`config.mk`:
```
export PLATFORM = sky130hd
export DESIGN_NAME = canfd_mode_ctrl
export DESIGN_NICKNAME = d
export VERILOG_FILES = /design/src/rtl/canfd_mode_pkg.sv /design/src/rtl/canfd_rst_sync.sv /design/src/rtl/canfd_req_reg.sv /design/src/rtl/canfd_mode_state.sv /design/src/rtl/canfd_mode_ctrl.sv
export SDC_FILE = /design/constraint.sdc
export NUM_CORES = 1
export LEC_CHECK = 0
export CORE_AREA = 4 4 41 43
export DETAILED_ROUTE_END_ITERATION = 10
export DIE_AREA = 0 0 45 47
export DONT_BUFFER_PORTS = 1
export GPL_TIMING_DRIVEN = 0
export PLACE_DENSITY_LB_ADDON = 0.1
export SYNTH_ARGS = -nofsm -noshare
export SYNTH_HDL_FRONTEND = slang
export SYNTH_SLANG_ARGS = --single-unit
```
`constraint.sdc`:
```
create_clock -name clk_i -period 0.8 [get_ports clk_i]
set_clock_uncertainty 0.1 [all_clocks]
set_input_delay 0.12 -clock clk_i [delete_from_list [all_inputs] [get_ports clk_i]]
set_output_delay 0.12 -clock clk_i [all_outputs]
set_load 0.01 [all_outputs]
```
`src/rtl/canfd_mode_pkg.sv`:
```
package canfd_mode_pkg;

  localparam int FIELD_W = 2;

  localparam logic [FIELD_W-1:0] REQ_NONE    = 2'b00;
  localparam logic [FIELD_W-1:0] REQ_FD      = 2'b01;
  localparam logic [FIELD_W-1:0] REQ_FD_BRS  = 2'b10;
  localparam logic [FIELD_W-1:0] REQ_CLASSIC = 2'b11;

  typedef struct packed {
    logic fd;
    logic brs;
  } mode_flags_t;

  // Permission check of a request against the permission field.
  function automatic logic req_permitted(input logic [FIELD_W-1:0] req,
                                         input logic [FIELD_W-1:0] perm);
    logic ok;
    unique case (req)
      REQ_CLASSIC: ok = 1'b1;
      REQ_FD:      ok = (perm != 2'b00);
      REQ_FD_BRS:  ok = perm[1];
      default:     ok = 1'b0;
    endcase
    return ok;
  endfunction

  // Flags that a request selects.
  function automatic mode_flags_t req_to_flags(input logic [FIELD_W-1:0] req);
    mode_flags_t f;
    f.fd  = (req == REQ_FD) || (req == REQ_FD_BRS);
    f.brs = (req == REQ_FD_BRS);
    return f;
  endfunction

endpackage

```
`src/rtl/canfd_rst_sync.sv`:
```
module canfd_rst_sync #(
  parameter int STAGES = 2
) (
  input  logic clk_i,
  input  logic arst_ni,
  output logic rst_no
);
  logic [STAGES-1:0] sync_q;

  always_ff @(posedge clk_i or negedge arst_ni) begin
    if (!arst_ni) sync_q <= '0;
    else          sync_q <= {sync_q[STAGES-2:0], 1'b1};
  end

  assign rst_no = sync_q[STAGES-1];
endmodule

```
`src/rtl/canfd_req_reg.sv`:
```
module canfd_req_reg
  import canfd_mode_pkg::*;
(
  input  logic               clk_i,
  input  logic               rst_ni,
  input  logic               wr_en_i,
  input  logic [FIELD_W-1:0] wr_req_i,
  input  logic [FIELD_W-1:0] wr_perm_i,
  input  logic               apply_i,
  output logic [FIELD_W-1:0] req_o,
  output logic [FIELD_W-1:0] perm_o
);
  logic [FIELD_W-1:0] req_q, req_d;
  logic [FIELD_W-1:0] perm_q;
  logic               req_load;

  // A nonzero write wins over the clear of an applied request.
  always_comb begin
    req_d    = req_q;
    req_load = 1'b0;
    if (wr_en_i && (wr_req_i != REQ_NONE)) begin
      req_d    = wr_req_i;
      req_load = 1'b1;
    end else if (apply_i) begin
      req_d    = REQ_NONE;
      req_load = 1'b1;
    end
  end

  always_ff @(posedge clk_i or negedge rst_ni) begin
    if (!rst_ni)       req_q <= REQ_NONE;
    else if (req_load) req_q <= req_d;
  end

  always_ff @(posedge clk_i or negedge rst_ni) begin
    if (!rst_ni)      perm_q <= '0;
    else if (wr_en_i) perm_q <= wr_perm_i;
  end

  assign req_o  = req_q;
  assign perm_o = perm_q;
endmodule

```
`src/rtl/canfd_mode_state.sv`:
```
module canfd_mode_state
  import canfd_mode_pkg::*;
(
  input  logic               clk_i,
  input  logic               rst_ni,
  input  logic               apply_i,
  input  logic [FIELD_W-1:0] req_i,
  output logic               fd_o,
  output logic               brs_o
);
  mode_flags_t flags_q, flags_d;

  always_comb begin
    flags_d = req_to_flags(req_i);
  end

  always_ff @(posedge clk_i or negedge rst_ni) begin
    if (!rst_ni)      flags_q <= '0;
    else if (apply_i) flags_q <= flags_d;
  end

  assign fd_o  = flags_q.fd;
  assign brs_o = flags_q.brs;
endmodule

```
`src/rtl/canfd_mode_ctrl.sv`:
```
module canfd_mode_ctrl
  import canfd_mode_pkg::*;
#(
  parameter int RST_STAGES = 2
) (
  input  logic               clk_i,
  input  logic               arst_ni,
  input  logic               wr_en_i,
  input  logic [FIELD_W-1:0] wr_req_i,
  input  logic [FIELD_W-1:0] wr_perm_i,
  input  logic               idle_i,
  output logic [FIELD_W-1:0] req_o,
  output logic [FIELD_W-1:0] perm_o,
  output logic               fd_on_o,
  output logic               brs_on_o
);
  logic               rst_sync_n;
  logic [FIELD_W-1:0] req_cur;
  logic [FIELD_W-1:0] perm_cur;
  logic               apply;

  canfd_rst_sync #(.STAGES(RST_STAGES)) i_rst_sync (
    .clk_i   (clk_i),
    .arst_ni (arst_ni),
    .rst_no  (rst_sync_n)
  );

  // The strobe sees the registered request and permission, so a
  // same-cycle write is evaluated at the following strobe.
  always_comb begin
    apply = idle_i && (req_cur != REQ_NONE) && req_permitted(req_cur, perm_cur);
  end

  canfd_req_reg i_req_reg (
    .clk_i     (clk_i),
    .rst_ni    (rst_sync_n),
    .wr_en_i   (wr_en_i),
    .wr_req_i  (wr_req_i),
    .wr_perm_i (wr_perm_i),
    .apply_i   (apply),
    .req_o     (req_cur),
    .perm_o    (perm_cur)
  );

  canfd_mode_state i_mode_state (
    .clk_i   (clk_i),
    .rst_ni  (rst_sync_n),
    .apply_i (apply),
    .req_i   (req_cur),
    .fd_o    (fd_on_o),
    .brs_o   (brs_on_o)
  );

  assign req_o  = req_cur;
  assign perm_o = perm_cur;
endmodule

```
Yosys cells after proc, flatten, opt, wreduce, memory -nomap -nowiden
Cells that the tools add are included.

Eq/ne operators: 3. Reduce and logical (&&, ||, !) cells: 9. Multiplexer cells: 5.

Operators by type and width (number): nonzero test 2 bit (4); == test 2 bit, second input constant (2); 2-to-1 mux 2 bit (2); logical AND 1 bit (3); case mux 1 bit (3 select lines) (1); == test 2 x 1 -> 1 bit, second input constant (1); 2-to-1 mux 1 bit (2); AND reduction 2 bit (1); logical OR 1 bit (1).

Logic and storage cells: 22. Input bits: 8. Flip-flop bits (word level): 8. Output and inout port bits: 6.

Longest topological paths before layout
Gate-level depths: netlist (run 1).

Depth after elaboration: 6. Gate-level depth with buffers: 5.

By module
Synthesis (run 1) repeated with hierarchy kept, for this count alone.

Cell total of the unflattened synthesis: 24. Area total of the unflattened synthesis: 316.6 um2.

Modules (own cells, without submodules): canfd_req_reg (times used 1, cells an instance 11, area each 156.4 um2); canfd_mode_state (times used 1, cells an instance 7, area each 90.1 um2); canfd_rst_sync (times used 1, cells an instance 3, area each 53.8 um2); canfd_mode_ctrl (times used 1, cells an instance 3, area each 16.3 um2).

Worst setup path after synthesis (run 1)
Ideal clock, no wire load.

Path kind: register to register. Start: register i_req_reg.req_q[0], in the netlist i_req_reg.req_o[0]. End: register i_mode_state.flags_q (netlist bit i_mode_state.fd_o). Cell stages (with the launch flop): 6. Data arrival time: 1.308 ns. Data required time: 0.575 ns. Path slack: -0.734 ns. Path buffers: 0. Cell sequence: dfrtp_1 -> inv_1 -> ha_1 -> nand2b_1 -> a21oi_2 -> mux2_4.

Word-level cells in the longest chain between the ends: 3. Elaborated cells between the ends (all ways): 8. Classes of those cells: eq/ne (3); mux (1); reduce/logical (4).

Ends and longest elaborated chain: start: declaration (line canfd_req_reg.sv:13) `logic [FIELD_W-1:0] req_q, req_d;`; start signal: assignment (line canfd_req_reg.sv:32) `else if (req_load) req_q <= req_d;`; == test 2 bit, or another cell as far along (line canfd_mode_pkg.sv:19, canfd_mode_pkg.sv:31); case mux 1 bit (3 select lines) or logical AND 1 bit (tied branches) (line canfd_mode_pkg.sv:19, canfd_mode_ctrl.sv:31); logical AND 1 bit (line canfd_mode_ctrl.sv:31) `apply = idle_i && (req_cur != REQ_NONE) && req_permitted(req_cur, perm_cur);`; end signal: assignment (line canfd_mode_state.sv:19) `else if (apply_i) flags_q <= flags_d;`; end: declaration (line canfd_mode_state.sv:11) `mode_flags_t flags_q, flags_d;`.

Parallel ways exist; a longest one is shown, timed or not. A chain may end at the register's enable or synchronous reset.

Worst setup path after layout (run 1)
Same ends and word-level chain as after synthesis.

==> impl_metrics.py, run 1 <==
metrics = {
    "sta": {
        "finalSetupViolations": 12,
        "finalHoldViolCount": 9,
        "fin_crit_sh_pct": 184.4,
        "maxSlewViolCount": 0,
        "rsz0062_at_grt": "yes",
        "setup_slack_ps": -675.4,
        "period_minus_slack_ps": 1475,
        "max_freq_mhz": 677.8,
        "whs_ps": -99.02,
    },
    "min_path": {
        "hold_path.startpoint": "wr_perm_i[0]",
        "hp-class": "input pin to flop",
    },
    "worst_setup_path": {
        "crit_type": "flop to flop",
        "cp.required_ps": 850,
        "crit_family": "flip-flops",
        "start_kind": "flop",
        "r2r-start": "i_req_reg.req_o[0]",
        "crit_start": "i_req_reg.req_o[0]",
        "path_cells": "inv_4, ha_4, nand2b_4, a21oi_4, mux2_4",
        "cp.buffers_inverters": 1,
        "crit_path_max_incr_delay_ps": 470,
        "crit_fanout": 5,
        "worstPathArrival_ps": 1530,
        "slowest_stage": "dfrtp_2",
        "end_kind": "flop",
    },
    "floorplanning": {
        "fp.dieH_um": 47,
        "start_util_pct": 30.10,
        "core_mm2": 0.001301,
        "rows": 13,
        "die_width_um": 45,
        "die_area_mm2": 0.002115,
        "io_pins": 14,
    },
    "placement": {
        "dp_hpwl_um": 650.5,
        "port_buffers": 0,
        "post-place-ws_ps": -791.5,
        "gp_congestion": 0.5842,
    },
    "cells_and_area": {
        "layout-drive-gt1-share_pct": 53.49,
        "multi_input_area_um2": 257.7,
        "final_cell_mix": "4 x nand2_1, 4 x dfrtp_1, 4 x dfrtp_2",
        "antenna_cells": 0,
        "area_delta_synth_final_pct": 47.28,
        "regArea_um2": 205.2,
        "final_nets": 56,
        "fillers": 125,
    },
    "clock_network": {
        "clk_latency_ps": 260,
        "clockBufferDepth": 2,
        "cts_tree": "done",
        "cts_sinks": 8,
        "clk_pin_slew_worst_paths_ps": 70,
        "cts_buffers": 3,
        "clock_tree.root_cell": "clkbuf_4",
        "htreeDepth": 1,
    },
    "drt": {
        "ant_nets": 0,
        "vias_per_cell": 4.724,
        "drc": 0,
        "drt_pass1_iterations": 2,
        "vias": 274,
        "drtIter0Drc": 1,
        "wl_per_cell_um": 14.71,
        "routed_wl_um": 853,
    },
    "synthesis": {
        "synth_area_um2": 391.6,
        "synth-seq-cells": 8,
        "synth_area_leader_cell": "dfrtp_1",
        "synth_top_area_share_pct": 51.12,
        "avgSynthCellArea_um2": 11.52,
        "ys_types": 15,
        "yosysSeqAreaShare_pct": 51.12,
        "ys_top_cells_by_area": "dfrtp_1 51%, ha_1 13%, mux2_2 5.8%",
        "ys_warn_count": 0,
        "syn-num-nets": 46,
        "syn_inst": 34,
    },
    "power": {
        "p_int_w": 0.0008997,
        "clock_power_share_pct": 25.3,
        "switching_share_pct": 33.35,
        "power.share.sequential_pct": 46.9,
        "comb_power_share_pct": 27.7,
        "leakagePower_nw": 0.2299,
        "p_total_w": 0.001350,
        "switching_power_w": 0.0004501,
        "ir_worst_vdd_uv": 935.3,
        "power_per_cell_area_mw_per_mm2": 2340,
    },
    "global_route": {
        "track_usage_pct": 9.952,
        "grt_pass1_vias": 322,
        "antenna_found_initial": 0,
        "grt_pass1_wl_um": 1414,
        "gr-total-overflow": 0,
        "grt_max_degree": 7,
    },
    "status": {
        "violations": "negative hold slack, negative setup slack",
        "status": "complete, but fails checks",
    },
    "run": {
        "max_cap_violations": 0,
    },
}
[worst register-to-register path: cells and delay by family (launching register included)]
kind                       cells  cell delay, ps
AOI/OAI and AO/OA              1             130
DFF                            1             470
and+or+nand+nor                1             140
adders and majority gates      1             160
muxes                          1             310
buffers and inverters          1              70
[per-stage QoR]
stage	area [um^2]	util, %	TNS (ps)	instances
detailed placement	441.7	33.94	-3013	49
finish	576.8	44.33	-3747	58
CTS	561.8	43.17	-3968	57
global placement	441.7	33.94	-2847	49
floorplan	422.9	-	-2386	34
global route	576.8	44.33	-4248	58
[what timing repair did]
item                                    CTS  global route
setup buffers                             2             0
pin swaps                                 4             0
hold endpoints to repair                 11             6
gates cloned                              0             0
resized for setup                        12             2
hold buffers                              2             1
endpoints found under the setup margin   12            12
[synth_stat cells]
master     count
o21ai_2        1
mux2_4         1
a21oi_2        2
inv_1          4
dfrtp_1        8
ha_1           4
a31oi_1        1
nand2_1        4
a211oi_1       1
nand2b_1       1
a2111oi_0      1
o21ai_0        2
nor3_1         1
mux2_2         2
conb_1         1
[power by group through the flow]
stage / Clock, W / Combinational [W] / Sequential (W)
detailed placement: 0 / 0.000272 / 0.000615
floorplan: 0 / 0.000236 / 0.000586
CTS: 0.000357 / 0.000370 / 0.000639
global placement: 0 / 0.000257 / 0.000615
global route: 0.000388 / 0.000412 / 0.000655
finish: 0.000342 / 0.000374 / 0.000633
[layer usage]
metal	track usage (%)	share of wire [%]	up-vias
li1	-	-	132
met1	9.302	39	132
met2	16.67	50	10
met3	7.663	10	0
met4	3.509	0	0
met5	0	0	-
[cell families after synthesis]
group	count (synthesis)	synth area share, %
mux	3	9.583
fa+ha+maj	4	12.78
other cells	1	0.9575
compound gates	8	15.02
simple gates	6	6.708
flops	8	51.12
buf+inv	4	3.833
[path summary, 6_finish.rpt]
path | endpoint | slack (ps) | cells past startpoint
setup / recovery | i_mode_state.fd_o | -680 | 5
hold / removal | i_req_reg.perm_o[0] | -100 | 1
setup reg to reg | i_mode_state.fd_o | -680 | 5
hold reg to reg | i_mode_state.fd_o | -20 | 0
max in group asynchronous | i_req_reg.req_o[1] | 380 | 0
min in group asynchronous | i_mode_state.fd_o | -20 | 0
[state kept, by name (all words and copies together), names as in the netlist]
| signal | count |
|---|---|
| i_req_reg.req_o | 2 |
| i_mode_state.fd_o | 1 |
| i_req_reg.perm_o | 2 |
| i_mode_state.brs_o | 1 |
| i_rst_sync.sync_q | 2 |
[area by class of cell]
cell class              instances  area share, %
inverters                       4          3.471
flip-flops and latches          8          35.57
clock buffers                   4          4.555
repair buffers                  5          8.460
multi-input cells              22          44.69
well taps                      15          3.254
(Power assumes the default switching activity.)
==> run 2: changes to the inputs <==
SETUP_SLACK_MARGIN = 0.15   (was unset)
==> run 2 against run 1 <==
The flow still finishes with violations (negative hold slack, negative setup slack). Via count down 1.5%. Die area unchanged. Cell count down 3.4%. Global-route usage down 0.24 points. Clock-buffer cell count unchanged. Total power up 1.1%. Sequential power up 0.9%. Wire length down 0.82%. Critical path type unchanged. Largest cell class unchanged. Largest power group unchanged.
==> impl_metrics.py, run 2 (same netlist as run 1, synthesis figures left out) <==
metrics = {
    "clock_network": {
        "clk_latency_ps": 260,
        "cts_sinks": 8,
        "cts_buffers": 3,
        "clock_tree.root_cell": "clkbuf_4",
        "cts_tree": "done",
        "clockBufferDepth": 2,
        "clk_pin_slew_worst_paths_ps": 70,
        "htreeDepth": 1,
        "cts_hold_buffers": 1,
    },
    "worst_setup_path": {
        "crit_path_max_incr_delay_ps": 470,
        "start_kind": "flop",
        "crit_family": "flip-flops",
        "path_cells": "inv_4, ha_4, nand2b_4, a21oi_4, mux2_4",
        "cp.buffers_inverters": 1,
        "cp.required_ps": 850,
        "end_kind": "flop",
        "crit_fanout": 5,
        "worstPathArrival_ps": 1530,
        "crit_type": "flop to flop",
        "slowest_stage": "dfrtp_2",
    },
    "floorplanning": {
        "die_area_mm2": 0.002115,
        "die_width_um": 45,
        "start_util_pct": 30.10,
        "core_mm2": 0.001301,
        "fp.dieH_um": 47,
        "rows": 13,
        "io_pins": 14,
    },
    "global_route": {
        "gr-total-overflow": 0,
        "antenna_found_initial": 0,
        "grt_pass1_wl_um": 1380,
        "grt_max_degree": 7,
        "track_usage_pct": 9.713,
        "grt_pass1_vias": 314,
    },
    "power": {
        "p_int_w": 0.0009064,
        "switching_power_w": 0.0004586,
        "comb_power_share_pct": 28.2,
        "clock_power_share_pct": 25.1,
        "power.share.sequential_pct": 46.8,
        "switching_share_pct": 33.60,
        "leakagePower_nw": 0.2246,
        "power_per_cell_area_mw_per_mm2": 2414,
        "ir_worst_vdd_uv": 937.8,
    },
    "drt": {
        "vias": 270,
        "vias_per_cell": 4.821,
        "routed_wl_um": 846,
        "drtIter0Drc": 2,
        "drt_pass1_iterations": 2,
        "wl_per_cell_um": 15.11,
        "drc": 0,
        "ant_nets": 0,
    },
    "sta": {
        "whs_ps": -99.53,
        "setup_tns_ps": -3737,
        "maxSlewViolCount": 0,
        "finalSetupViolations": 12,
        "finalHoldViolCount": 11,
        "setup_slack_ps": -676.4,
        "rsz0062_at_grt": "yes",
        "fin_crit_sh_pct": 184.6,
        "max_freq_mhz": 677.3,
        "period_minus_slack_ps": 1476,
    },
    "placement": {
        "post-place-ws_ps": -791.5,
        "dp_hpwl_um": 650.5,
        "gp_congestion": 0.5842,
        "port_buffers": 0,
    },
    "status": {
        "violations": "negative hold slack, negative setup slack",
        "status": "complete, but fails checks",
    },
    "cells_and_area": {
        "fillers": 127,
        "layout-drive-gt1-share_pct": 58.54,
        "multi_input_area_um2": 265.3,
        "area_delta_synth_final_pct": 44.41,
        "regArea_um2": 206.4,
        "final_cell_mix": "5 x dfrtp_2, 4 x nand2_1",
        "utilization_pct": 43.46,
        "final_common_cell": "dfrtp_2",
        "final_nets": 54,
        "antenna_cells": 0,
    },
    "run": {
        "max_cap_violations": 0,
    },
    "min_path": {
        "hp-class": "input pin to flop",
    },
}
## run 2: changes by cell type in the layout (fill, tap and decap cells not counted), sizes merged
cell	previous run	this run
dlygate4sd3	3	1
## run 2: path summary, 6_finish.rpt
check                                startpoint                   to  slack [ps]  cells past startpoint
setup / recovery             i_req_reg.req_o[0]    i_mode_state.fd_o        -680                      5
hold / removal                     wr_perm_i[0]  i_req_reg.perm_o[0]        -100                      1
setup reg to reg             i_req_reg.req_o[0]    i_mode_state.fd_o        -680                      5
hold reg to reg            i_rst_sync.sync_q[1]    i_mode_state.fd_o         -20                      0
max in group asynchronous  i_rst_sync.sync_q[1]   i_req_reg.req_o[1]         390                      0
min in group asynchronous  i_rst_sync.sync_q[1]    i_mode_state.fd_o         -20                      0
## run 2: final cells by class
type                            count  area share, %
Sequential cell                     8          36.50
Timing Repair Buffer                3          5.088
Multi-Input combinational cell     22          46.90
Tap cell                           15          3.319
Inverter                            4          3.540
Clock buffer                        4          4.646
## run 2: routing by layer
metal	track usage (%)	share of wire [%]	vias to the layer above
met3	7.663	12	0
met2	16.10	49	11
met1	9.070	39	131
met4	3.509	0	0
li1	-	-	128
met5	0	0	-
## run 2: power by group through the flow
| stage | sequential, W | combinational (W) | clock [W] |
|---|---|---|---|
| finish | 0.000639 | 0.000384 | 0.000342 |
| floorplan | 0.000586 | 0.000236 | 0 |
| global placement | 0.000615 | 0.000257 | 0 |
| detailed placement | 0.000615 | 0.000272 | 0 |
| global route | 0.000661 | 0.000420 | 0.000388 |
| CTS | 0.000639 | 0.000366 | 0.000357 |
## run 2: worst register-to-register path, cell delays in order, from the launching register on
cell      delay [ps]
dfrtp_2          470
inv_4             70
ha_4             160
nand2b_4         140
a21oi_4          130
mux2_4           310
## run 2: timing repair
item                       CTS  global route
setup endpoints to repair   12            12
hold endpoints to repair    11             7
gates resized for setup     12             4
setup buffers                2             0
pin swaps                    4             0
## run 2: stage by stage
stage | total power [W] | instance area, um^2 | std cells
2_1_floorplan | 0.0008227 | 422.9 | 34
3_3_place_gp | 0.0008725 | 441.7 | 49
3_5_place_dp | 0.0008872 | 441.7 | 49
4_1_cts | 0.001363 | 551.8 | 56
5_1_grt | 0.001470 | 565.5 | 56
6_report | 0.001365 | 565.5 | 56
==> run 3: changes to the inputs <==
SKIP_CTS_REPAIR_TIMING = 1   (was unset)
==> run 3 against run 2 <==
The flow still finishes with violations (negative hold slack, negative setup slack). Cell count shrank 3.6%. Clock-buffer cell count is the same. Highest routed layer unchanged. Maximum frequency shrank 1.2%. Global-route usage shrank 0.56 points. Critical path depth is the same. Die area is the same. Sequential share of layout area grew 4.5 points. Combinational power shrank 25%. Setup slack lost 18 ps.
==> impl_metrics.py, run 3 (same netlist as run 1, synthesis figures left out) <==
metrics = {
    "global_route": {
        "grt_pass1_wl_um": 1317,
        "track_usage_pct": 9.156,
        "grt_pass1_vias": 306,
        "grt_max_degree": 7,
        "gr-total-overflow": 0,
        "antenna_found_initial": 0,
    },
    "drt": {
        "drtIter0Drc": 4,
        "ant_nets": 0,
        "vias_per_cell": 4.926,
        "routed_wl_um": 801,
        "wl_per_cell_um": 14.83,
        "drc": 0,
        "drt_pass1_iterations": 2,
        "vias": 266,
    },
    "placement": {
        "port_buffers": 0,
        "gp_congestion": 0.5842,
        "dp.cells": 49,
        "dp_hpwl_um": 650.5,
        "dpl-instance-area_um2": 441.7,
    },
    "power": {
        "p_int_w": 0.0008401,
        "comb_power_share_pct": 23.0,
        "switching_share_pct": 32.86,
        "power_per_cell_area_mw_per_mm2": 2500,
        "power.share.sequential_pct": 49.3,
        "ir_worst_vdd_uv": 1009,
        "clock_power_share_pct": 27.7,
        "leakagePower_nw": 0.2081,
        "switching_power_w": 0.0004112,
    },
    "cells_and_area": {
        "utilization_pct": 38.46,
        "postLayoutCellArea_um2": 500.5,
        "final_cell_mix": "4 x nand2_1, 4 x dfrtp_1, 4 x dfrtp_2",
        "area_delta_synth_final_pct": 27.80,
        "final_nets": 52,
        "antenna_cells": 0,
        "layout-drive-gt1-share_pct": 53.85,
        "fin_cells": 54,
    },
    "floorplanning": {
        "io_pins": 14,
        "die_area_mm2": 0.002115,
        "start_util_pct": 30.10,
        "rows": 13,
        "core_mm2": 0.001301,
        "die_width_um": 45,
        "fp.dieH_um": 47,
    },
    "worst_setup_path": {
        "crit_family": "flip-flops",
        "path_cells": "inv_2, ha_2, nand2b_4, a21oi_4, mux2_4",
        "slowest_stage": "dfrtp_2",
        "crit_start": "i_req_reg.req_o[0]",
        "r2r-start": "i_req_reg.req_o[0]",
        "cp.buffers_inverters": 1,
        "crit_path_max_incr_delay_ps": 450,
        "start_kind": "flop",
        "worstPathArrival_ps": 1550,
        "crit_fanout": 5,
        "cp.required_ps": 850,
        "end_kind": "flop",
        "crit_type": "flop to flop",
    },
    "min_path": {
        "hold_path.startpoint": "wr_perm_i[0]",
        "hp-class": "input pin to flop",
    },
    "clock_network": {
        "htreeDepth": 1,
        "clockBufferDepth": 2,
        "cts_tree": "done",
        "cts_sinks": 8,
        "clk_pin_slew_worst_paths_ps": 70,
        "clk_latency_ps": 260,
        "clock_tree.root_cell": "clkbuf_4",
        "cts_buffers": 3,
    },
    "run": {
        "max_cap_violations": 0,
    },
    "sta": {
        "rsz0062_at_grt": "yes",
        "period_minus_slack_ps": 1494,
        "maxSlewViolCount": 0,
        "max_freq_mhz": 669.3,
        "finalHoldViolCount": 13,
        "fin_crit_sh_pct": 186.8,
        "setup_slack_ps": -694.1,
        "whs_ps": -102.8,
        "setup_tns_ps": -3408,
        "finalSetupViolations": 12,
    },
    "status": {
        "status": "complete, but fails checks",
        "violations": "negative hold slack, negative setup slack",
    },
}
-- run 3: cell count changes in the layout (fill, tap and decap cells not counted), moves of 2 or more --
cell	change
ha_2	+2
ha_4	-2
inv_2	+2
inv_4	-2
-- run 3: metrics by stage --
step	worst slack, ps	hold slack [ps]	total power, W
after floorplan	-663.9	-275.6	0.0008227
after global placement	-762.5	-275.5	0.0008725
after detailed placement	-791.5	-275.5	0.0008872
after CTS	-781.9	-544.1	0.001239
after global routing	-745.2	-118.7	0.001341
final	-694.1	-102.8	0.001251
-- run 3: worst register-to-register path, delay by kind of cell, from the launching register on --
family / cells / cell delay (ps)
adders and majority gates: 1 / 180
buffers and inverters: 1 / 60
AOI/OAI and AO/OA: 1 / 150
muxes: 1 / 310
DFF: 1 / 450
and+or+nand+nor: 1 / 150
-- run 3: worst paths after layout --
check | depth (start not counted) | end | slack (ps)
setup / recovery | 5 | i_mode_state.fd_o | -690
hold / removal | 1 | i_req_reg.perm_o[0] | -100
setup reg to reg | 5 | i_mode_state.fd_o | -690
hold reg to reg | 0 | i_mode_state.fd_o | -20
max in group asynchronous | 0 | i_req_reg.req_o[1] | 380
min in group asynchronous | 0 | i_mode_state.fd_o | -20
-- run 3: metal layers --
layer  GRT usage [%]  up-vias  part of all wire (%)
li1                -      125                     -
met3           8.429        0                    13
met5               0        -                     0
met4           3.509        0                     0
met2           13.84       13                    49
met1           8.837      128                    38
-- run 3: cell type report --
type                    count  area (um^2)
fillers                   129        800.8
multi-input cells          22        225.2
flip-flops and latches      8        205.2
clock buffers               4        26.28
well taps                  15        18.77
inverters                   4        15.01
repair buffers              1        10.01
-- run 3: power by group through the flow --
| stage | sequential (W) | combinational, W | clock (W) |
|---|---|---|---|
| after floorplan | 0.000586 | 0.000236 | 0 |
| after global placement | 0.000615 | 0.000257 | 0 |
| after detailed placement | 0.000615 | 0.000272 | 0 |
| after CTS | 0.000610 | 0.000271 | 0.000357 |
| after global routing | 0.000635 | 0.000320 | 0.000387 |
| final | 0.000616 | 0.000288 | 0.000347 |
